`src/rtl/dafir_pkg.sv`:
```
package dafir_pkg;
  // Width of the address into one group table: one bit per tap of the group.
  function automatic int addr_bits(int taps_per_sub);
    return taps_per_sub;
  endfunction

  // Bits needed to hold the sum of n signed values of width w.
  function automatic int sum_width(int w, int n);
    return (n <= 1) ? w : w + $clog2(n);
  endfunction
endpackage

```
`src/rtl/dafir_rom.sv`:
```
module dafir_rom #(
  parameter int TPS = 4,
  parameter int CW  = 8,
  parameter int RW  = 10,
  parameter logic [TPS*CW-1:0] COEF_SLICE = '0
) (
  input  logic [TPS-1:0]   addr,
  output logic [RW-1:0]    word
);
  localparam int DEPTH = 2**TPS;

  function automatic logic [RW-1:0] entry(int a);
    logic [RW-1:0] acc;
    logic [CW-1:0] c;
    acc = '0;
    for (int t = 0; t < TPS; t++) begin
      c = COEF_SLICE[t*CW +: CW];
      if (a[t]) acc = acc + {{(RW-CW){c[CW-1]}}, c};
    end
    return acc;
  endfunction

  logic [RW-1:0] table_w [DEPTH];

  for (genvar a = 0; a < DEPTH; a++) begin : g_entry
    assign table_w[a] = entry(a);
  end

  assign word = table_w[addr];
endmodule

```
`src/rtl/dafir_csa_tree.sv`:
```
module dafir_csa_tree #(
  parameter int N = 9,
  parameter int A = 21
) (
  input  logic [A-1:0] ops [N],
  output logic [A-1:0] sum_o,
  output logic [A-1:0] car_o
);
  logic [A-1:0] ss [N-1];
  logic [A-1:0] cc [N-1];

  assign ss[0] = ops[0];
  assign cc[0] = ops[1];

  for (genvar i = 1; i < N-1; i++) begin : g_stage
    logic [A-1:0] maj;
    assign ss[i] = ss[i-1] ^ cc[i-1] ^ ops[i+1];
    assign maj   = (ss[i-1] & cc[i-1]) | (ss[i-1] & ops[i+1]) | (cc[i-1] & ops[i+1]);
    assign cc[i] = {maj[A-2:0], 1'b0};
  end

  assign sum_o = ss[N-2];
  assign car_o = cc[N-2];

  // redundant pair keeps the modulo total of all operands
  logic [A-1:0] ref_total;
  always_comb begin
    ref_total = '0;
    for (int i = 0; i < N; i++) ref_total = ref_total + ops[i];
    assert_tree_sum_R6: assert (ref_total == A'(sum_o + car_o))
      else $error("compressor total mismatch");
  end
endmodule

```
`src/rtl/dafir_ctrl.sv`:
```
module dafir_ctrl #(
  parameter int W = 8
) (
  input  logic                 clk,
  input  logic                 rst_n,
  input  logic                 in_valid,
  input  logic                 cap_full,
  output logic                 in_ready,
  output logic                 accept,
  output logic                 busy,
  output logic [$clog2(W)-1:0] bit_idx,
  output logic                 last_bit
);
  localparam int CNT_W = $clog2(W);

  assign in_ready = !busy && !cap_full;
  assign accept   = in_valid && in_ready;
  assign last_bit = busy && (bit_idx == CNT_W'(W-1));

  always_ff @(posedge clk) begin
    if (!rst_n) begin
      busy    <= 1'b0;
      bit_idx <= '0;
    end else if (accept) begin
      busy    <= 1'b1;
      bit_idx <= '0;
    end else if (busy) begin
      if (last_bit) busy <= 1'b0;
      else          bit_idx <= bit_idx + 1'b1;
    end
  end
endmodule

```
`src/rtl/dafir_top.sv`:
```
module dafir_top #(
  parameter int WORD_W  = 8,
  parameter int COEF_W  = 8,
  parameter int NUM_SUB = 6,
  parameter int TPS     = 4,
  parameter logic [NUM_SUB*TPS*COEF_W-1:0] COEFS =
    192'h807F13E5229C04FB610AD73845B20FC17A06992CF0115EA3,
  parameter int ACC_W   = WORD_W + COEF_W + $clog2(NUM_SUB*TPS)
) (
  input  logic              clk,
  input  logic              rst_n,
  input  logic              in_valid,
  output logic              in_ready,
  input  logic [WORD_W-1:0] in_data,
  output logic              out_valid,
  input  logic              out_ready,
  output logic [ACC_W-1:0]  out_data
);
  localparam int NT    = NUM_SUB * TPS;
  localparam int RW    = dafir_pkg::sum_width(COEF_W, TPS);
  localparam int AB    = dafir_pkg::addr_bits(TPS);
  localparam int NOPS  = NUM_SUB + 3;
  localparam int CNT_W = $clog2(WORD_W);
  localparam logic [ACC_W-1:0] CORR = ACC_W'(NUM_SUB);

  logic              accept, busy, last_bit, cap_vld;
  logic [CNT_W-1:0]  bit_idx;
  logic [WORD_W-1:0] taps [NT];
  logic [ACC_W-1:0]  acc_s, acc_c, cap_s, cap_c, tree_s, tree_c;
  logic [ACC_W-1:0]  ops [NOPS];
  logic [RW-1:0]     rom_w [NUM_SUB];

  dafir_ctrl #(.W(WORD_W)) i_ctrl (
    .clk(clk), .rst_n(rst_n), .in_valid(in_valid), .cap_full(cap_vld),
    .in_ready(in_ready), .accept(accept), .busy(busy),
    .bit_idx(bit_idx), .last_bit(last_bit)
  );

  // Delay line: shift on accept, rotate one bit per cycle while busy
  always_ff @(posedge clk) begin
    if (!rst_n) begin
      for (int k = 0; k < NT; k++) taps[k] <= '0;
    end else if (accept) begin
      taps[0] <= in_data;
      for (int k = 1; k < NT; k++) taps[k] <= taps[k-1];
    end else if (busy) begin
      for (int k = 0; k < NT; k++) taps[k] <= {taps[k][0], taps[k][WORD_W-1:1]};
    end
  end

  for (genvar s = 0; s < NUM_SUB; s++) begin : g_sub
    logic [AB-1:0]    addr;
    logic [ACC_W-1:0] ext, weighted;
    for (genvar t = 0; t < TPS; t++) begin : g_bit
      assign addr[t] = taps[s*TPS+t][0];
    end
    dafir_rom #(.TPS(TPS), .CW(COEF_W), .RW(RW),
                .COEF_SLICE(COEFS[s*TPS*COEF_W +: TPS*COEF_W])) i_rom (
      .addr(addr), .word(rom_w[s])
    );
    assign ext      = {{(ACC_W-RW){rom_w[s][RW-1]}}, rom_w[s]};
    assign weighted = ext << bit_idx;
    assign ops[s]   = last_bit ? ~weighted : weighted;
  end

  assign ops[NUM_SUB]   = acc_s;
  assign ops[NUM_SUB+1] = acc_c;
  assign ops[NUM_SUB+2] = last_bit ? CORR : '0;

  dafir_csa_tree #(.N(NOPS), .A(ACC_W)) i_tree (
    .ops(ops), .sum_o(tree_s), .car_o(tree_c)
  );

  always_ff @(posedge clk) begin
    if (!rst_n) begin
      acc_s <= '0; acc_c <= '0;
      cap_s <= '0; cap_c <= '0; cap_vld <= 1'b0;
      out_valid <= 1'b0; out_data <= '0;
    end else begin
      if (cap_vld && (!out_valid || out_ready)) begin
        out_data  <= cap_s + cap_c;
        out_valid <= 1'b1;
        cap_vld   <= 1'b0;
      end else if (out_ready) begin
        out_valid <= 1'b0;
      end
      if (last_bit) begin
        cap_s <= tree_s; cap_c <= tree_c; cap_vld <= 1'b1;
        acc_s <= '0;     acc_c <= '0;
      end else if (busy) begin
        acc_s <= tree_s; acc_c <= tree_c;
      end
    end
  end

  assert_ready_drop_R2: assert property (@(posedge clk) disable iff (!rst_n)
    (in_valid && in_ready) |=> !in_ready);

  assert_capture_last_R3: assert property (@(posedge clk) disable iff (!rst_n)
    $rose(cap_vld) |-> $past(last_bit));

  assert_hold_R4: assert property (@(posedge clk) disable iff (!rst_n)
    (out_valid && !out_ready) |=> (out_valid && $stable(out_data)));

  assert_acc_clear_R8: assert property (@(posedge clk) disable iff (!rst_n)
    (busy && bit_idx == '0) |-> (acc_s == '0 && acc_c == '0));
endmodule

```
`config.mk`:
```
export PLATFORM = sky130hd
export DESIGN_NAME = dafir_top
export DESIGN_NICKNAME = d
export VERILOG_FILES = /design/src/rtl/dafir_pkg.sv /design/src/rtl/dafir_rom.sv /design/src/rtl/dafir_csa_tree.sv /design/src/rtl/dafir_ctrl.sv /design/src/rtl/dafir_top.sv
export SDC_FILE = /design/constraint.sdc
export NUM_CORES = 1
export LEC_CHECK = 0
export BUFFER_PORTS_ARGS = -buffer_cell sky130_fd_sc_hd__clkbuf_2
export CAP_MARGIN = 20
export CORE_UTILIZATION = 59
export CTS_CLUSTER_DIAMETER = 200
export CTS_CLUSTER_SIZE = 25
export DETAILED_ROUTE_END_ITERATION = 10
export PLACE_DENSITY = 0.75
export SLEW_MARGIN = 15
export SYNTH_ARGS = -nofsm -noshare
export SYNTH_HDL_FRONTEND = slang
export SYNTH_HIERARCHICAL = 1
export SYNTH_SLANG_ARGS = --single-unit
```
`constraint.sdc`:
```
create_clock -name clk -period 10.51 [get_ports clk]
set_input_delay 2.102 -clock clk [delete_from_list [all_inputs] [get_ports clk]]
set_output_delay 2.102 -clock clk [all_outputs]
set_load 0.005 [all_outputs]
```
==> results of run 1 <==
==> flip-flops by register name (all words and copies together), names as in the netlist <==
register	count
acc_c	21
acc_s	21
cap_c	21
cap_s	21
cap_vld	1
i_ctrl/bit_idx	3
i_ctrl/busy	1
out_data	21
out_valid	1
taps	192
==> cell usage after synthesis, drive strengths merged, types with 8 or more instances <==
| cell type | instances | share of area (%) |
|---|---|---|
| a211oi | 10 | 0.37 |
| a21oi | 93 | 2.3 |
| a22o | 144 | 6.2 |
| a31oi | 13 | 0.47 |
| buf | 79 | 2.2 |
| clkbuf | 62 | 1.3 |
| dfxtp | 111 | 11 |
| edfxtp | 192 | 28 |
| fa | 135 | 13 |
| ha | 64 | 3.9 |
| inv | 52 | 0.96 |
| mux2 | 24 | 1.3 |
| mux2i | 163 | 8.0 |
| nand2 | 192 | 3.6 |
| nand2b | 17 | 0.68 |
| nand3 | 25 | 0.62 |
| nand4 | 8 | 0.25 |
| nor2 | 143 | 2.6 |
| nor2b | 33 | 1.1 |
| o211ai | 10 | 0.37 |
| o21ai | 113 | 2.9 |
| o22ai | 11 | 0.34 |
| or3 | 9 | 0.30 |
| xnor2 | 100 | 4.3 |
| xor2 | 30 | 1.3 |
==> layout make-up <==
type | instances | area share (%)
Tap cell | 448 | 2.659
Clock inverter | 1 | 0.1424
Timing Repair Buffer | 49 | 1.460
Clock buffer | 25 | 2.160
Multi-Input combinational cell | 1404 | 54.72
Sequential cell | 303 | 37.93
Inverter | 52 | 0.9258
==> worst max-delay path: stages, from the launching register on <==
cell,delay (ns)
dfxtp_2,0.32
buf_4,0.42
ha_1,0.24
ha_1,0.16
and2_4,0.30
buf_12,0.64
xnor2_1,0.21
inv_1,0.09
fa_1,0.49
fa_1,0.49
inv_1,0.05
fa_1,0.47
inv_1,0.05
fa_1,0.45
fa_1,0.54
fa_1,0.44
fa_1,0.52
inv_1,0.05
mux2i_1,0.14
nor2_1,0.06
==> power by group through the flow <==
| stage | logic (mW) | clock network (mW) | registers, mW |
|---|---|---|---|
| finish | 3.17 | 0.695 | 1.50 |
| global route | 3.64 | 0.751 | 1.52 |
| CTS | 3.23 | 0.712 | 1.50 |
| detailed placement | 3.22 | 0 | 1.53 |
| global placement | 3.09 | 0 | 1.52 |
| floorplan | 2.49 | 0 | 1.49 |
==> cells by family (layout without fill, tap and decap cells) <==
group / after synthesis / in the layout / share of synthesized area (%)
adder cells (fa/ha/maj): 199 / 199 / 17.22
XOR/XNOR: 133 / 133 / 5.930
multiplexers: 187 / 187 / 9.369
flip-flops: 303 / 303 / 39.27
buffers and inverters: 193 / 127 / 4.411
other: 2 / 20 / 0.03692
AO/OA/AOI/OAI: 422 / 422 / 14.09
AND/OR/NAND/NOR: 443 / 443 / 9.670
==> layer usage <==
| metal | part of all wire, % | routed length [microns] |
|---|---|---|
| met1 | 47 | 18550 |
| met2 | 48 | 18820 |
| met3 | 3.8 | 1512 |
| met4 | 1.7 | 687 |
| met5 | 0 | 0 |
==> per-stage QoR <==
stage	total power [mW]	cell area (sq um)
5_1_grt	5.907	21080
3_5_place_dp	4.746	20600
6_report	5.362	21080
4_1_cts	5.447	21080
2_1_floorplan	3.983	20410
3_3_place_gp	4.611	20600
==> path summary, 6_finish.rpt <==
check                                    to  slack [ns]  cells after the start
worst max register to register     cap_s[1]        4.06                     19
worst min register to register  out_data[7]        0.45                      2
worst max-delay path               cap_s[1]        4.06                     19
worst min-delay path            out_data[7]        0.45                      2
==> impl_results.html, run 1 <==
<table>
<tr><th>Metric</th><th>Value</th></tr>
<tr><th colspan="2">Global route</th></tr>
<tr><td>Met2 Usage GRT</td><td>36.23%</td></tr>
<tr><td>Global-route wire length before repair</td><td>65490 microns</td></tr>
<tr><td>Gr ovfl total</td><td>0</td></tr>
<tr><td>Largest net degree at the start of global routing</td><td>241</td></tr>
<tr><td>All-layer global routing usage</td><td>22.49%</td></tr>
<tr><td>Global routing met1 resource utilization</td><td>33.03%</td></tr>
<tr><td>Number of antenna violations at the first check in global routing</td><td>0</td></tr>
<tr><td>Met3 usage</td><td>2.676%</td></tr>
<tr><td>Via count of the first global-routing pass</td><td>12880</td></tr>
<tr><td>Busiest metal layer after global routing</td><td>met2</td></tr>
<tr><th colspan="2">Synth</th></tr>
<tr><td>Synth Instances</td><td>1882</td></tr>
<tr><td>Sequential-to-total area share from yosys stat</td><td>39.27%</td></tr>
<tr><td>Unique cell type count in the Yosys netlist</td><td>67</td></tr>
<tr><td>Async S/R FF share, synth</td><td>0%</td></tr>
<tr><td>Count of warnings emitted by yosys</td><td>6</td></tr>
<tr><td>Avg Inst Size Synth</td><td>10.81 sq um</td></tr>
<tr><td>Flip-flop and latch count after synthesis</td><td>303</td></tr>
<tr><td>Number of synthesized flops with an enable pin</td><td>192</td></tr>
<tr><td>Syn Std Cell Area</td><td>20340 sq um</td></tr>
<tr><td>Most used DFF post-synth</td><td>edfxtp_1</td></tr>
<tr><th colspan="2">Routing</th></tr>
<tr><td>Residual DRC</td><td>0</td></tr>
<tr><td>Final Routed Wirelength</td><td>39570 microns</td></tr>
<tr><td>Initial DRT Pass Iterations</td><td>6</td></tr>
<tr><td>Average routed wire per standard cell</td><td>17.34 microns</td></tr>
<tr><td>Final antenna-violating net count</td><td>0</td></tr>
<tr><td>Violation count after the first detailed-route iteration</td><td>962</td></tr>
<tr><td>Detail-routed via count per cell</td><td>5.833</td></tr>
<tr><td>Via count</td><td>13310</td></tr>
<tr><th colspan="2">Finish</th></tr>
<tr><td>Fillers</td><td>2774</td></tr>
<tr><td>Multi-input combinational cell area</td><td>11540 sq um</td></tr>
<tr><td>FF/Latch Area</td><td>7998 sq um</td></tr>
<tr><td>Fin nets</td><td>2037</td></tr>
<tr><td>Fraction of final layout cells with drive strength greater than 1</td><td>6.543%</td></tr>
<tr><td>Final non-filler cell total</td><td>2282</td></tr>
<tr><td>Layout overhead on the synthesized area</td><td>3.654%</td></tr>
<tr><td>Most frequent standard cell in the layout excluding fill and tap cells</td><td>edfxtp_1</td></tr>
<tr><td>Utilization after layout</td><td>62.56%</td></tr>
<tr><td>Number of diodes</td><td>0</td></tr>
<tr><td>Most used cells in the layout excluding fill and tap cells</td><td>edfxtp_1 (192), nand2_1 (190), mux2i_1 (163)</td></tr>
<tr><th colspan="2">CTS</th></tr>
<tr><td>Setup Fix Bufs, Post-CTS</td><td>0</td></tr>
<tr><td>CTS tree</td><td>built</td></tr>
<tr><td>CTS root buf</td><td>clkbuf_16</td></tr>
<tr><td>Clock-pin slew reported for the worst setup and hold paths after clock tree synthesis</td><td>0.10 ns</td></tr>
<tr><td>Post-CTS Hold Buffers</td><td>0</td></tr>
<tr><td>CTS resizes</td><td>0</td></tr>
<tr><td>Largest buffer count on any clock path</td><td>3</td></tr>
<tr><td>Total CTS buffers</td><td>16</td></tr>
<tr><td>Latest clock arrival within the worst-skew pair</td><td>0.53 ns</td></tr>
<tr><td>H-tree level count</td><td>1</td></tr>
<tr><td>Num Clock Sinks</td><td>303</td></tr>
<tr><th colspan="2">Worst setup path</th></tr>
<tr><td>Launch point of the worst reg-to-reg path</td><td>i_ctrl/bit_idx[0]</td></tr>
<tr><td>Worst Path Class, Setup</td><td>flop to flop</td></tr>
<tr><td>Data arrival time of the critical path</td><td>6.84 ns</td></tr>
<tr><td>Crit path launch</td><td>i_ctrl/bit_idx[0]</td></tr>
<tr><td>Worst setup EP type</td><td>flop</td></tr>
<tr><td>Nature of the critical path startpoint</td><td>flop</td></tr>
<tr><td>Required time at the endpoint of the critical path</td><td>10.90 ns</td></tr>
<tr><td>Maximum net fanout on the critical path</td><td>136</td></tr>
<tr><th colspan="2">Power and ir drop</th></tr>
<tr><td>Power share of the combinational group</td><td>59.1%</td></tr>
<tr><td>Pwr/cell area</td><td>254.4 nW/um^2</td></tr>
<tr><td>Clock network fraction of total power</td><td>13.0%</td></tr>
<tr><td>Proportion of power drawn by flip-flops and latches</td><td>28.0%</td></tr>
<tr><td>IR Drop Worst-Case VDD</td><td>0.5037 mV</td></tr>
<tr><td>Leakage power of the design</td><td>8.020 nW</td></tr>
<tr><td>Sw frac</td><td>39.58%</td></tr>
<tr><td>Int Power</td><td>3.240 mW</td></tr>
<tr><td>Net switching power</td><td>2.122 mW</td></tr>
<tr><th colspan="2">Placement</th></tr>
<tr><td>Port Buf Inserts</td><td>34</td></tr>
<tr><td>Worst slack, placed</td><td>4.114 ns</td></tr>
<tr><td>Dpl hpwl</td><td>27900 microns</td></tr>
<tr><td>Placed cells</td><td>2256</td></tr>
<tr><td>GPL Wtd Cong</td><td>0.9238</td></tr>
<tr><th colspan="2">Timing</th></tr>
<tr><td>Slew Viols, Final</td><td>0</td></tr>
<tr><td>Worst slew slack as a fraction of its limit</td><td>29.82%</td></tr>
<tr><td>Share of the cycle needed by the critical path after routing</td><td>61.37%</td></tr>
<tr><td>Post-layout minimum cycle time</td><td>6.450 ns</td></tr>
<tr><td>Final setup margin</td><td>4.060 ns</td></tr>
<tr><td>Slew at the pin closest to its max-slew limit</td><td>1.053 ns</td></tr>
<tr><td>Summed negative setup slack over all endpoints</td><td>0 ns</td></tr>
<tr><td>Post-route clock skew</td><td>0.02791 ns</td></tr>
<tr><td>Final Hold Slack</td><td>0.4526 ns</td></tr>
<tr><td>RSZ-0062 raised after global routing</td><td>no</td></tr>
<tr><td>Setup violation total in the final timing report</td><td>0</td></tr>
<tr><td>Final number of hold-violating endpoints</td><td>0</td></tr>
<tr><td>Highest clock frequency the design can meet</td><td>155.0 MHz</td></tr>
<tr><th colspan="2">Flow run</th></tr>
<tr><td>Max cap viols</td><td>0</td></tr>
<tr><th colspan="2">Floorplanning</th></tr>
<tr><td>I/O pins</td><td>35</td></tr>
<tr><td>Floorplan Core Area</td><td>33700 sq um</td></tr>
<tr><td>Height of the die</td><td>187.7 microns</td></tr>
<tr><td>Floorplan die area</td><td>35220 sq um</td></tr>
<tr><td>Rows</td><td>67</td></tr>
<tr><td>Effective utilization at floorplan</td><td>60.35%</td></tr>
<tr><td>Horizontal die dimension</td><td>187.7 microns</td></tr>
<tr><th colspan="2">Min path</th></tr>
<tr><td>Tightest Hold Check Type</td><td>flop to flop</td></tr>
<tr><td>Hold path startpoint</td><td>out_data[7]</td></tr>
<tr><th colspan="2">Outcome</th></tr>
<tr><td>Result of the run</td><td>finished, final reports clean</td></tr>
</table>
(Power assumes the default switching activity.)
==> run 2: changes to the inputs <==
--- a/config.mk
+++ b/config.mk
@@ -5,6 +5,7 @@
 export SDC_FILE = /design/constraint.sdc
 export NUM_CORES = 1
 export LEC_CHECK = 0
+export ABC_AREA = 1
 export BUFFER_PORTS_ARGS = -buffer_cell sky130_fd_sc_hd__clkbuf_2
 export CAP_MARGIN = 20
 export CORE_UTILIZATION = 59
==> constraint.sdc (replaced) <==
create_clock -name clk -period 6.11 [get_ports clk]
set_input_delay 1.222 -clock clk [delete_from_list [all_inputs] [get_ports clk]]
set_output_delay 1.222 -clock clk [all_outputs]
set_load 0.005 [all_outputs]
==> impl_results.html, run 2 <==
<table>
<tr><th>Metric</th><th>Value</th></tr>
<tr><th colspan="2">Timing</th></tr>
<tr><td>Post-route clock skew</td><td>0.02960 ns (was 0.02791 ns)</td></tr>
<tr><td>Highest clock frequency the design can meet</td><td>171.4 MHz (was 155.0 MHz)</td></tr>
<tr><td>Share of the cycle needed by the critical path after routing</td><td>95.50% (was 61.37%)</td></tr>
<tr><td>RSZ-0062 raised after global routing</td><td>no (unchanged)</td></tr>
<tr><td>Worst slew slack as a fraction of its limit</td><td>33.70% (was 29.82%)</td></tr>
<tr><td>Final number of hold-violating endpoints</td><td>0 (unchanged)</td></tr>
<tr><td>Slew at the pin closest to its max-slew limit</td><td>0.9945 ns (was 1.053 ns)</td></tr>
<tr><td>Post-layout minimum cycle time</td><td>5.835 ns (was 6.450 ns)</td></tr>
<tr><td>Setup violation total in the final timing report</td><td>0 (unchanged)</td></tr>
<tr><td>Summed negative setup slack over all endpoints</td><td>0 ns (unchanged)</td></tr>
<tr><td>Slew Viols, Final</td><td>0 (unchanged)</td></tr>
<tr><th colspan="2">Finish</th></tr>
<tr><td>Fin nets</td><td>2675 (was 2037)</td></tr>
<tr><td>Layout overhead on the synthesized area</td><td>4.401% (was 3.654%)</td></tr>
<tr><td>Utilization after layout</td><td>63.01% (was 62.56%)</td></tr>
<tr><td>Flip-flop count of the largest register, all copies and words added</td><td>192 (unchanged)</td></tr>
<tr><td>Fillers</td><td>3027 (was 2774)</td></tr>
<tr><td>Most frequent standard cell in the layout excluding fill and tap cells</td><td>nand2_1 (was edfxtp_1)</td></tr>
<tr><td>FF/Latch Area</td><td>7993 sq um (was 7998 sq um)</td></tr>
<tr><td>Most used cells in the layout excluding fill and tap cells</td><td>nand2_1 (611), inv_1 (317), o21ai_0 (238) (was edfxtp_1 (192), nand2_1 (190), mux2i_1 (163))</td></tr>
<tr><td>Multi-input combinational cell area</td><td>11090 sq um (was 11540 sq um)</td></tr>
<tr><td>Final non-filler cell total</td><td>2927 (was 2282)</td></tr>
<tr><td>Number of diodes</td><td>0 (unchanged)</td></tr>
<tr><td>Largest Register</td><td>taps (unchanged)</td></tr>
<tr><td>Fraction of final layout cells with drive strength greater than 1</td><td>5.380% (was 6.543%)</td></tr>
<tr><th colspan="2">Min path</th></tr>
<tr><td>Hold path startpoint</td><td>acc_s[0] (was out_data[7])</td></tr>
<tr><td>Terminating pin of the worst hold path</td><td>acc_s[0] (was out_data[7])</td></tr>
<tr><td>Tightest Hold Check Type</td><td>flop to flop (unchanged)</td></tr>
<tr><td>Number of cells on the worst hold path</td><td>2 (unchanged)</td></tr>
<tr><th colspan="2">Flow run</th></tr>
<tr><td>Max cap viols</td><td>0 (unchanged)</td></tr>
<tr><th colspan="2">CTS</th></tr>
<tr><td>Post-CTS Hold Buffers</td><td>0 (unchanged)</td></tr>
<tr><td>CTS tree</td><td>built (unchanged)</td></tr>
<tr><td>Num Clock Sinks</td><td>303 (unchanged)</td></tr>
<tr><td>H-tree level count</td><td>1 (unchanged)</td></tr>
<tr><td>Total CTS buffers</td><td>16 (unchanged)</td></tr>
<tr><td>Clock-pin slew reported for the worst setup and hold paths after clock tree synthesis</td><td>0.10 ns (about the same)</td></tr>
<tr><td>Largest buffer count on any clock path</td><td>3 (unchanged)</td></tr>
<tr><td>Latest clock arrival within the worst-skew pair</td><td>0.52 ns (was 0.53 ns)</td></tr>
<tr><td>CTS root buf</td><td>clkbuf_16 (unchanged)</td></tr>
<tr><th colspan="2">Worst setup path</th></tr>
<tr><td>Worst Path Class, Setup</td><td>flop to flop (unchanged)</td></tr>
<tr><td>Data arrival time of the critical path</td><td>6.29 ns (was 6.84 ns)</td></tr>
<tr><td>Worst reg2reg endpoint</td><td>acc_s[2] (was cap_s[1])</td></tr>
<tr><td>Required time at the endpoint of the critical path</td><td>6.57 ns (was 10.90 ns)</td></tr>
<tr><td>Nature of the critical path startpoint</td><td>flop (unchanged)</td></tr>
<tr><td>R2R setup slack</td><td>0.27 ns (was 4.06 ns)</td></tr>
<tr><td>Maximum net fanout on the critical path</td><td>5 (was 136)</td></tr>
<tr><td>Depth of the most critical reg-to-reg path</td><td>17 (was 19)</td></tr>
<tr><td>Worst setup EP type</td><td>flop (unchanged)</td></tr>
<tr><td>Launch point of the worst reg-to-reg path</td><td>taps[0][0] (was i_ctrl/bit_idx[0])</td></tr>
<tr><th colspan="2">Synth</th></tr>
<tr><td>Leading cell types by count after synthesis</td><td>nand2_1 (612), inv_1 (320), o21ai_0 (239) (was edfxtp_1 (192), nand2_1 (190), mux2i_1 (163))</td></tr>
<tr><td>Unique cell type count in the Yosys netlist</td><td>38 (was 67)</td></tr>
<tr><td>Cell accounting for the most synthesized area</td><td>edfxtp_1 (unchanged)</td></tr>
<tr><td>Number of synthesized flops with an enable pin</td><td>192 (unchanged)</td></tr>
<tr><td>Sequential-to-total area share from yosys stat</td><td>38.13% (was 39.27%)</td></tr>
<tr><td>Flip-flop and latch count after synthesis</td><td>303 (unchanged)</td></tr>
<tr><td>Area share of the largest cell type after synthesis</td><td>27.52% (was 28.35%)</td></tr>
<tr><td>Syn Std Cell Area</td><td>20950 sq um (was 20340 sq um)</td></tr>
<tr><td>Leading cell type by number of instances after synthesis</td><td>nand2_1 (was edfxtp_1)</td></tr>
<tr><td>Avg Inst Size Synth</td><td>8.360 sq um (was 10.81 sq um)</td></tr>
<tr><td>Ranking of synthesized cells by area</td><td>edfxtp_1 (28%), fa_1 (13%), nand2_1 (11%), dfxtp_1 (11%), inv_1 (5.7%) (was edfxtp_1 (28%), fa_1 (13%), dfxtp_1 (11%), mux2i_1 (8.0%), a22o_1 (6.2%))</td></tr>
<tr><td>Most used DFF post-synth</td><td>edfxtp_1 (unchanged)</td></tr>
<tr><td>Async S/R FF share, synth</td><td>0% (unchanged)</td></tr>
<tr><td>Synth Instances</td><td>2506 (was 1882)</td></tr>
<tr><td>Count of warnings emitted by yosys</td><td>6 (unchanged)</td></tr>
<tr><th colspan="2">Routing</th></tr>
<tr><td>Residual DRC</td><td>0 (unchanged)</td></tr>
<tr><td>Final antenna-violating net count</td><td>0 (unchanged)</td></tr>
<tr><td>Final Routed Wirelength</td><td>44390 microns (was 39570 microns)</td></tr>
<tr><td>Average routed wire per standard cell</td><td>15.17 microns (was 17.34 microns)</td></tr>
<tr><td>Detail-routed via count per cell</td><td>5.412 (was 5.833)</td></tr>
<tr><td>Via count</td><td>15840 (was 13310)</td></tr>
<tr><td>Initial DRT Pass Iterations</td><td>8 (was 6)</td></tr>
<tr><td>Violation count after the first detailed-route iteration</td><td>1150 (was 962)</td></tr>
<tr><th colspan="2">Floorplanning</th></tr>
<tr><td>Rows</td><td>68 (was 67)</td></tr>
<tr><td>Effective utilization at floorplan</td><td>60.35% (about the same)</td></tr>
<tr><td>Height of the die</td><td>190.4 microns (was 187.7 microns)</td></tr>
<tr><td>Floorplan die area</td><td>36270 sq um (was 35220 sq um)</td></tr>
<tr><td>Horizontal die dimension</td><td>190.4 microns (was 187.7 microns)</td></tr>
<tr><td>Floorplan Core Area</td><td>34710 sq um (was 33700 sq um)</td></tr>
<tr><td>I/O pins</td><td>35 (unchanged)</td></tr>
<tr><th colspan="2">Placement</th></tr>
<tr><td>Placed cells</td><td>2897 (was 2256)</td></tr>
<tr><td>GPL Wtd Cong</td><td>0.9094 (was 0.9238)</td></tr>
<tr><td>Port Buf Inserts</td><td>34 (unchanged)</td></tr>
<tr><td>Dpl hpwl</td><td>32270 microns (was 27900 microns)</td></tr>
<tr><th colspan="2">Power and ir drop</th></tr>
<tr><td>Pwr/cell area</td><td>417.4 nW/um^2 (was 254.4 nW/um^2)</td></tr>
<tr><td>IR Drop Worst-Case VDD</td><td>0.3319 mV (was 0.5037 mV)</td></tr>
<tr><td>Leakage power of the design</td><td>9.926 nW (was 8.020 nW)</td></tr>
<tr><th colspan="2">Global route</th></tr>
<tr><td>Number of antenna violations at the first check in global routing</td><td>0 (unchanged)</td></tr>
<tr><td>Gr ovfl total</td><td>0 (unchanged)</td></tr>
<tr><td>Largest net degree at the start of global routing</td><td>103 (was 241)</td></tr>
<tr><td>All-layer global routing usage</td><td>25.32% (was 22.49%)</td></tr>
<tr><td>Global-route wire length before repair</td><td>74990 microns (was 65490 microns)</td></tr>
<tr><td>Via count of the first global-routing pass</td><td>15350 (was 12880)</td></tr>
<tr><th colspan="2">Outcome</th></tr>
<tr><td>Result of the run</td><td>finished, final reports clean (unchanged)</td></tr>
</table>
==> run 2: cell count changes in the layout (fill, tap and decap cells not counted), sizes merged, moves of 17 or more <==
cell    before  now
nand2b      17    0
o22ai       11  129
a22o       144    0
xor2        30  114
buf         15   34
inv         52  333
mux2i      163   24
nor2b       33    2
o21ai      113  253
nand3       25  108
xnor2      100    5
mux2        24    0
nand2      192  628
==> run 2: what timing repair did <==
item	in CTS	in global routing
endpoints found under the setup margin	0	8
gates resized for setup	0	2
setup buffers	0	3
==> run 2: stage by stage <==
stage	area, sq um	power (mW)	worst slack (ns)	hold WS [ns]
4_1_cts	21820	9.152	0.3115	0.4781
5_1_grt	21870	10.07	0.03323	0.4947
6_report	21870	9.130	0.2748	0.4761
3_5_place_dp	21330	7.909	0.3271	0.4632
2_1_floorplan	21030	6.709	0.4699	0.4409
3_3_place_gp	21330	7.616	0.4363	0.4545
==> run 2: how the worst max path moves through the flow <==
stage	start	endpoint	slack [ns]	cells after the start
finish	taps[0][0]	acc_s[2]	0.27	17
global route	taps[0][0]	acc_s[7]	0.03	18
CTS	taps[0][0]	acc_s[2]	0.31	17
detailed placement	taps[5][0]	acc_s[7]	0.33	21
global placement	taps[5][0]	cap_s[8]	0.44	21
floorplan	in_valid	taps[0][0]	0.47	8
==> run 2: kinds of logic (layout without fill, tap and decap cells) <==
family / after synthesis / count (layout) / synth area share [%]
and+or+nand+nor: 908 / 908 / 17.49
AOI/OAI and AO/OA: 471 / 471 / 12.10
xor gates and xnor gates: 119 / 119 / 4.975
DFF: 303 / 303 / 38.13
buffers and inverters: 480 / 427 / 9.400
other: 2 / 21 / 0.03585
muxes: 24 / 24 / 1.147
adders and majority gates: 199 / 199 / 16.72
==> run 2: worst max-delay path: stages (launching register included) <==
cell and delay (ns):
edfxtp_1 0.44, inv_1 0.13, ha_1 0.33, inv_1 0.05
o21ai_0 0.23, mux2i_1 0.14, o21ai_0 0.38, nand2_1 0.19
xor2_1 0.19, fa_1 0.53, fa_1 0.48, fa_1 0.52
fa_1 0.43, fa_1 0.52, fa_1 0.45, fa_1 0.54
nand2_1 0.06, a21oi_1 0.16
==> run 2: power by group <==
group          leakage (nW)  internal, mW  switching, mW  total [mW]
clock                 0.230         0.530          0.671        1.20
sequential             2.94          2.41          0.119        2.52
combinational          6.75          2.39           3.01        5.41
total                  9.93          5.33           3.80        9.13
==> run 2: final cells by class <==
class	instances	area share, %
Sequential cell	303	36.54
Timing Repair Buffer	67	2.128
Clock inverter	1	0.1373
Tap cell	455	2.603
Inverter	334	5.789
Multi-Input combinational cell	1742	50.72
Clock buffer	25	2.082
==> run 2: routing by layer <==
| metal | vias up | track usage [%] | part of all wire (%) |
|---|---|---|---|
| li1 | 7969 | - | - |
| met1 | 7516 | 35.04 | 45 |
| met2 | 290 | 42.50 | 48 |
| met3 | 65 | 2.540 | 3.9 |
| met4 | 0 | 6.862 | 2.5 |
| met5 | - | 0 | 0 |
==> run 3: changes to the inputs <==
--- a/config.mk
+++ b/config.mk
@@ -13,6 +13,7 @@
 export CTS_CLUSTER_SIZE = 25
 export DETAILED_ROUTE_END_ITERATION = 10
 export PLACE_DENSITY = 0.75
+export SKIP_CTS_REPAIR_TIMING = 1
 export SLEW_MARGIN = 15
 export SYNTH_ARGS = -nofsm -noshare
 export SYNTH_HDL_FRONTEND = slang
==> constraint.sdc (replaced) <==
create_clock -name clk -period 6.11 [get_ports clk]
set_input_delay 0.611 -clock clk [delete_from_list [all_inputs] [get_ports clk]]
set_output_delay 0.611 -clock clk [all_outputs]
set_load 0.005 [all_outputs]
==> impl_results.html, run 3 (synthesized netlist as in run 2, its figures left out) <==
<table>
<tr><th>Metric</th><th>Value</th></tr>
<tr><th colspan="2">Outcome</th></tr>
<tr><td>Result of the run</td><td>finished, final reports clean (unchanged)</td></tr>
<tr><th colspan="2">Timing</th></tr>
<tr><td>Setup violation total in the final timing report</td><td>0 (unchanged)</td></tr>
<tr><td>RSZ-0062 raised after global routing</td><td>no (unchanged)</td></tr>
<tr><td>Highest clock frequency the design can meet</td><td>173.2 MHz (was 171.4 MHz)</td></tr>
<tr><td>Post-route clock skew</td><td>0.02872 ns (was 0.02960 ns)</td></tr>
<tr><td>Slew Viols, Final</td><td>0 (unchanged)</td></tr>
<tr><td>Summed negative setup slack over all endpoints</td><td>0 ns (unchanged)</td></tr>
<tr><td>Post-layout minimum cycle time</td><td>5.774 ns (was 5.835 ns)</td></tr>
<tr><td>Slew at the pin closest to its max-slew limit</td><td>0.9633 ns (was 0.9945 ns)</td></tr>
<tr><td>Final number of hold-violating endpoints</td><td>0 (unchanged)</td></tr>
<tr><td>Share of the cycle needed by the critical path after routing</td><td>94.49% (was 95.50%)</td></tr>
<tr><td>Worst slew slack as a fraction of its limit</td><td>35.71% (was 33.70%)</td></tr>
<tr><td>Final setup margin</td><td>0.3365 ns (was 0.2748 ns)</td></tr>
<tr><th colspan="2">Worst setup path</th></tr>
<tr><td>Data arrival time of the critical path</td><td>6.19 ns (was 6.29 ns)</td></tr>
<tr><td>Worst setup EP type</td><td>flop (unchanged)</td></tr>
<tr><td>List of cells traversed by the critical path</td><td>inv_1 -&gt; ha_1 -&gt; inv_1 -&gt; nand2_1 -&gt; nand2_1 -&gt; nand2_1 -&gt; nand2_1 -&gt; mux2i_1 -&gt; o21ai_0 -&gt; nand2_1 -&gt; o21ai_0 -&gt; xor2_1 -&gt; fa_1 -&gt; fa_1 -&gt; fa_1 -&gt; fa_1 -&gt; fa_1 -&gt; fa_1 -&gt; fa_1 -&gt; nor2_1 -&gt; nor2_1 (was inv_1 -&gt; ha_1 -&gt; inv_1 -&gt; o21ai_0 -&gt; mux2i_1 -&gt; o21ai_0 -&gt; nand2_1 -&gt; xor2_1 -&gt; fa_1 -&gt; fa_1 -&gt; fa_1 -&gt; fa_1 -&gt; fa_1 -&gt; fa_1 -&gt; fa_1 -&gt; nand2_1 -&gt; a21oi_1)</td></tr>
<tr><td>Nature of the critical path startpoint</td><td>flop (unchanged)</td></tr>
<tr><td>Maximum net fanout on the critical path</td><td>7 (was 5)</td></tr>
<tr><td>Worst Path Class, Setup</td><td>flop to flop (unchanged)</td></tr>
<tr><td>Crit path max-delay family</td><td>adder cells (unchanged)</td></tr>
<tr><td>Library cell appearing most often on the critical path</td><td>fa_1 (unchanged)</td></tr>
<tr><td>Required time at the endpoint of the critical path</td><td>6.53 ns (was 6.57 ns)</td></tr>
<tr><td>Worst path buffer plus inverter count</td><td>2 (unchanged)</td></tr>
<tr><td>Cell with the largest stage delay on the worst path</td><td>fa_1 (unchanged)</td></tr>
<tr><td>Largest stage delay on the critical path</td><td>0.57 ns (was 0.54 ns)</td></tr>
<tr><th colspan="2">Flow run</th></tr>
<tr><td>Max cap viols</td><td>0 (unchanged)</td></tr>
<tr><th colspan="2">Placement</th></tr>
<tr><td>Dpl hpwl</td><td>32940 microns (was 32270 microns)</td></tr>
<tr><td>Placed cells</td><td>2900 (was 2897)</td></tr>
<tr><td>GPL Wtd Cong</td><td>0.9086 (was 0.9094)</td></tr>
<tr><td>Port Buf Inserts</td><td>34 (unchanged)</td></tr>
<tr><td>Worst slack, placed</td><td>0.3453 ns (was 0.3271 ns)</td></tr>
<tr><th colspan="2">Routing</th></tr>
<tr><td>Violation count after the first detailed-route iteration</td><td>1106 (was 1150)</td></tr>
<tr><td>Final Routed Wirelength</td><td>45080 microns (was 44390 microns)</td></tr>
<tr><td>Initial DRT Pass Iterations</td><td>6 (was 8)</td></tr>
<tr><td>Final antenna-violating net count</td><td>0 (unchanged)</td></tr>
<tr><td>Via count</td><td>15890 (was 15840)</td></tr>
<tr><td>Residual DRC</td><td>0 (unchanged)</td></tr>
<tr><td>Average routed wire per standard cell</td><td>15.38 microns (was 15.17 microns)</td></tr>
<tr><td>Detail-routed via count per cell</td><td>5.422 (was 5.412)</td></tr>
<tr><th colspan="2">Floorplanning</th></tr>
<tr><td>I/O pins</td><td>35 (unchanged)</td></tr>
<tr><td>Floorplan Core Area</td><td>34710 sq um (unchanged)</td></tr>
<tr><td>Horizontal die dimension</td><td>190.4 microns (unchanged)</td></tr>
<tr><td>Effective utilization at floorplan</td><td>60.35% (unchanged)</td></tr>
<tr><td>Height of the die</td><td>190.4 microns (unchanged)</td></tr>
<tr><td>Floorplan die area</td><td>36270 sq um (unchanged)</td></tr>
<tr><td>Rows</td><td>68 (unchanged)</td></tr>
<tr><th colspan="2">Finish</th></tr>
<tr><td>Multi-input combinational cell area</td><td>11090 sq um (about the same)</td></tr>
<tr><td>Fraction of final layout cells with drive strength greater than 1</td><td>5.493% (was 5.380%)</td></tr>
<tr><td>Most used cells in the layout excluding fill and tap cells</td><td>nand2_1 (611), inv_1 (317), o21ai_0 (239) (was nand2_1 (611), inv_1 (317), o21ai_0 (238))</td></tr>
<tr><td>Flip-flop count of the largest register, all copies and words added</td><td>192 (unchanged)</td></tr>
<tr><td>Fin nets</td><td>2679 (was 2675)</td></tr>
<tr><td>Final non-filler cell total</td><td>2931 (was 2927)</td></tr>
<tr><td>Number of diodes</td><td>0 (unchanged)</td></tr>
<tr><td>Fillers</td><td>3011 (was 3027)</td></tr>
<tr><td>FF/Latch Area</td><td>7993 sq um (unchanged)</td></tr>
<tr><td>Utilization after layout</td><td>63.09% (was 63.01%)</td></tr>
<tr><td>Most frequent standard cell in the layout excluding fill and tap cells</td><td>nand2_1 (unchanged)</td></tr>
<tr><td>Layout overhead on the synthesized area</td><td>4.533% (was 4.401%)</td></tr>
<tr><td>Largest Register</td><td>taps (unchanged)</td></tr>
<tr><th colspan="2">CTS</th></tr>
<tr><td>CTS tree</td><td>built (unchanged)</td></tr>
<tr><td>Clock-pin slew reported for the worst setup and hold paths after clock tree synthesis</td><td>0.10 ns (about the same)</td></tr>
<tr><td>Total CTS buffers</td><td>16 (unchanged)</td></tr>
<tr><td>Latest clock arrival within the worst-skew pair</td><td>0.52 ns (about the same)</td></tr>
<tr><td>H-tree level count</td><td>1 (unchanged)</td></tr>
<tr><td>Num Clock Sinks</td><td>303 (unchanged)</td></tr>
<tr><td>Largest buffer count on any clock path</td><td>3 (unchanged)</td></tr>
<tr><td>CTS root buf</td><td>clkbuf_16 (unchanged)</td></tr>
<tr><th colspan="2">Power and ir drop</th></tr>
<tr><td>Leakage power of the design</td><td>9.947 nW (was 9.926 nW)</td></tr>
<tr><td>IR Drop Worst-Case VDD</td><td>0.3428 mV (was 0.3319 mV)</td></tr>
<tr><td>Pwr/cell area</td><td>418.5 nW/um^2 (was 417.4 nW/um^2)</td></tr>
<tr><th colspan="2">Min path</th></tr>
<tr><td>Tightest Hold Check Type</td><td>primary input to flop (was flop to flop)</td></tr>
<tr><th colspan="2">Global route</th></tr>
<tr><td>All-layer global routing usage</td><td>25.41% (was 25.32%)</td></tr>
<tr><td>Via count of the first global-routing pass</td><td>15540 (was 15350)</td></tr>
<tr><td>Gr ovfl total</td><td>0 (unchanged)</td></tr>
<tr><td>Global-route wire length before repair</td><td>75380 microns (was 74990 microns)</td></tr>
<tr><td>Largest net degree at the start of global routing</td><td>185 (was 103)</td></tr>
<tr><td>Number of antenna violations at the first check in global routing</td><td>0 (unchanged)</td></tr>
</table>
run 3: where the power goes:
group / total [mW] / switching (mW) / leakage (nW) / internal, mW
clock: 1.21 / 0.676 / 0.230 / 0.530
sequential: 2.53 / 0.120 / 2.94 / 2.40
combinational: 5.43 / 3.04 / 6.77 / 2.40
run 3: area by class of cell:
type,instances,share of cell area (%)
multi-input combinational,1742,50.64
sequential,303,36.50
inverter,334,5.782
tap,455,2.600
timing repair buffer,71,2.262
clock buffer,25,2.080
clock inverter,1,0.1371
run 3: metal layers:
metal	vias up	part of all wire [%]	global-route usage (%)
met4	0	2.0	5.815
met3	54	3.9	2.632
met1	7591	46	35.40
met2	290	48	42.77
met5	-	0	0
li1	7956	-	-
run 3: path summary, 6_finish.rpt:
| kind | startpoint | end | slack (ns) | depth (start not counted) |
|---|---|---|---|---|
| setup / recovery | taps[5][0] | cap_s[8] | 0.34 | 21 |
| hold reg to reg | acc_s[0] | acc_s[0] | 0.48 | 2 |
| setup reg to reg | taps[5][0] | cap_s[8] | 0.34 | 21 |
| hold / removal | out_ready | out_valid | 0.38 | 4 |
run 3: stage by stage:
step | hold WS, ns | instance area (sq um) | total power [mW]
finish | 0.3786 | 21900 | 9.164
global route | 0.3716 | 21900 | 10.08
CTS | 0.3552 | 21840 | 9.160
detailed placement | 0.4706 | 21360 | 7.927
global placement | 0.4567 | 21360 | 7.615
floorplan | 0.4409 | 21030 | 6.709
run 3: tightest hold or removal path, cell delays in order:
cell and delay, ns:
clkbuf_2 0.08, inv_1 0.04, nand2_1 0.07, a21oi_1 0.06
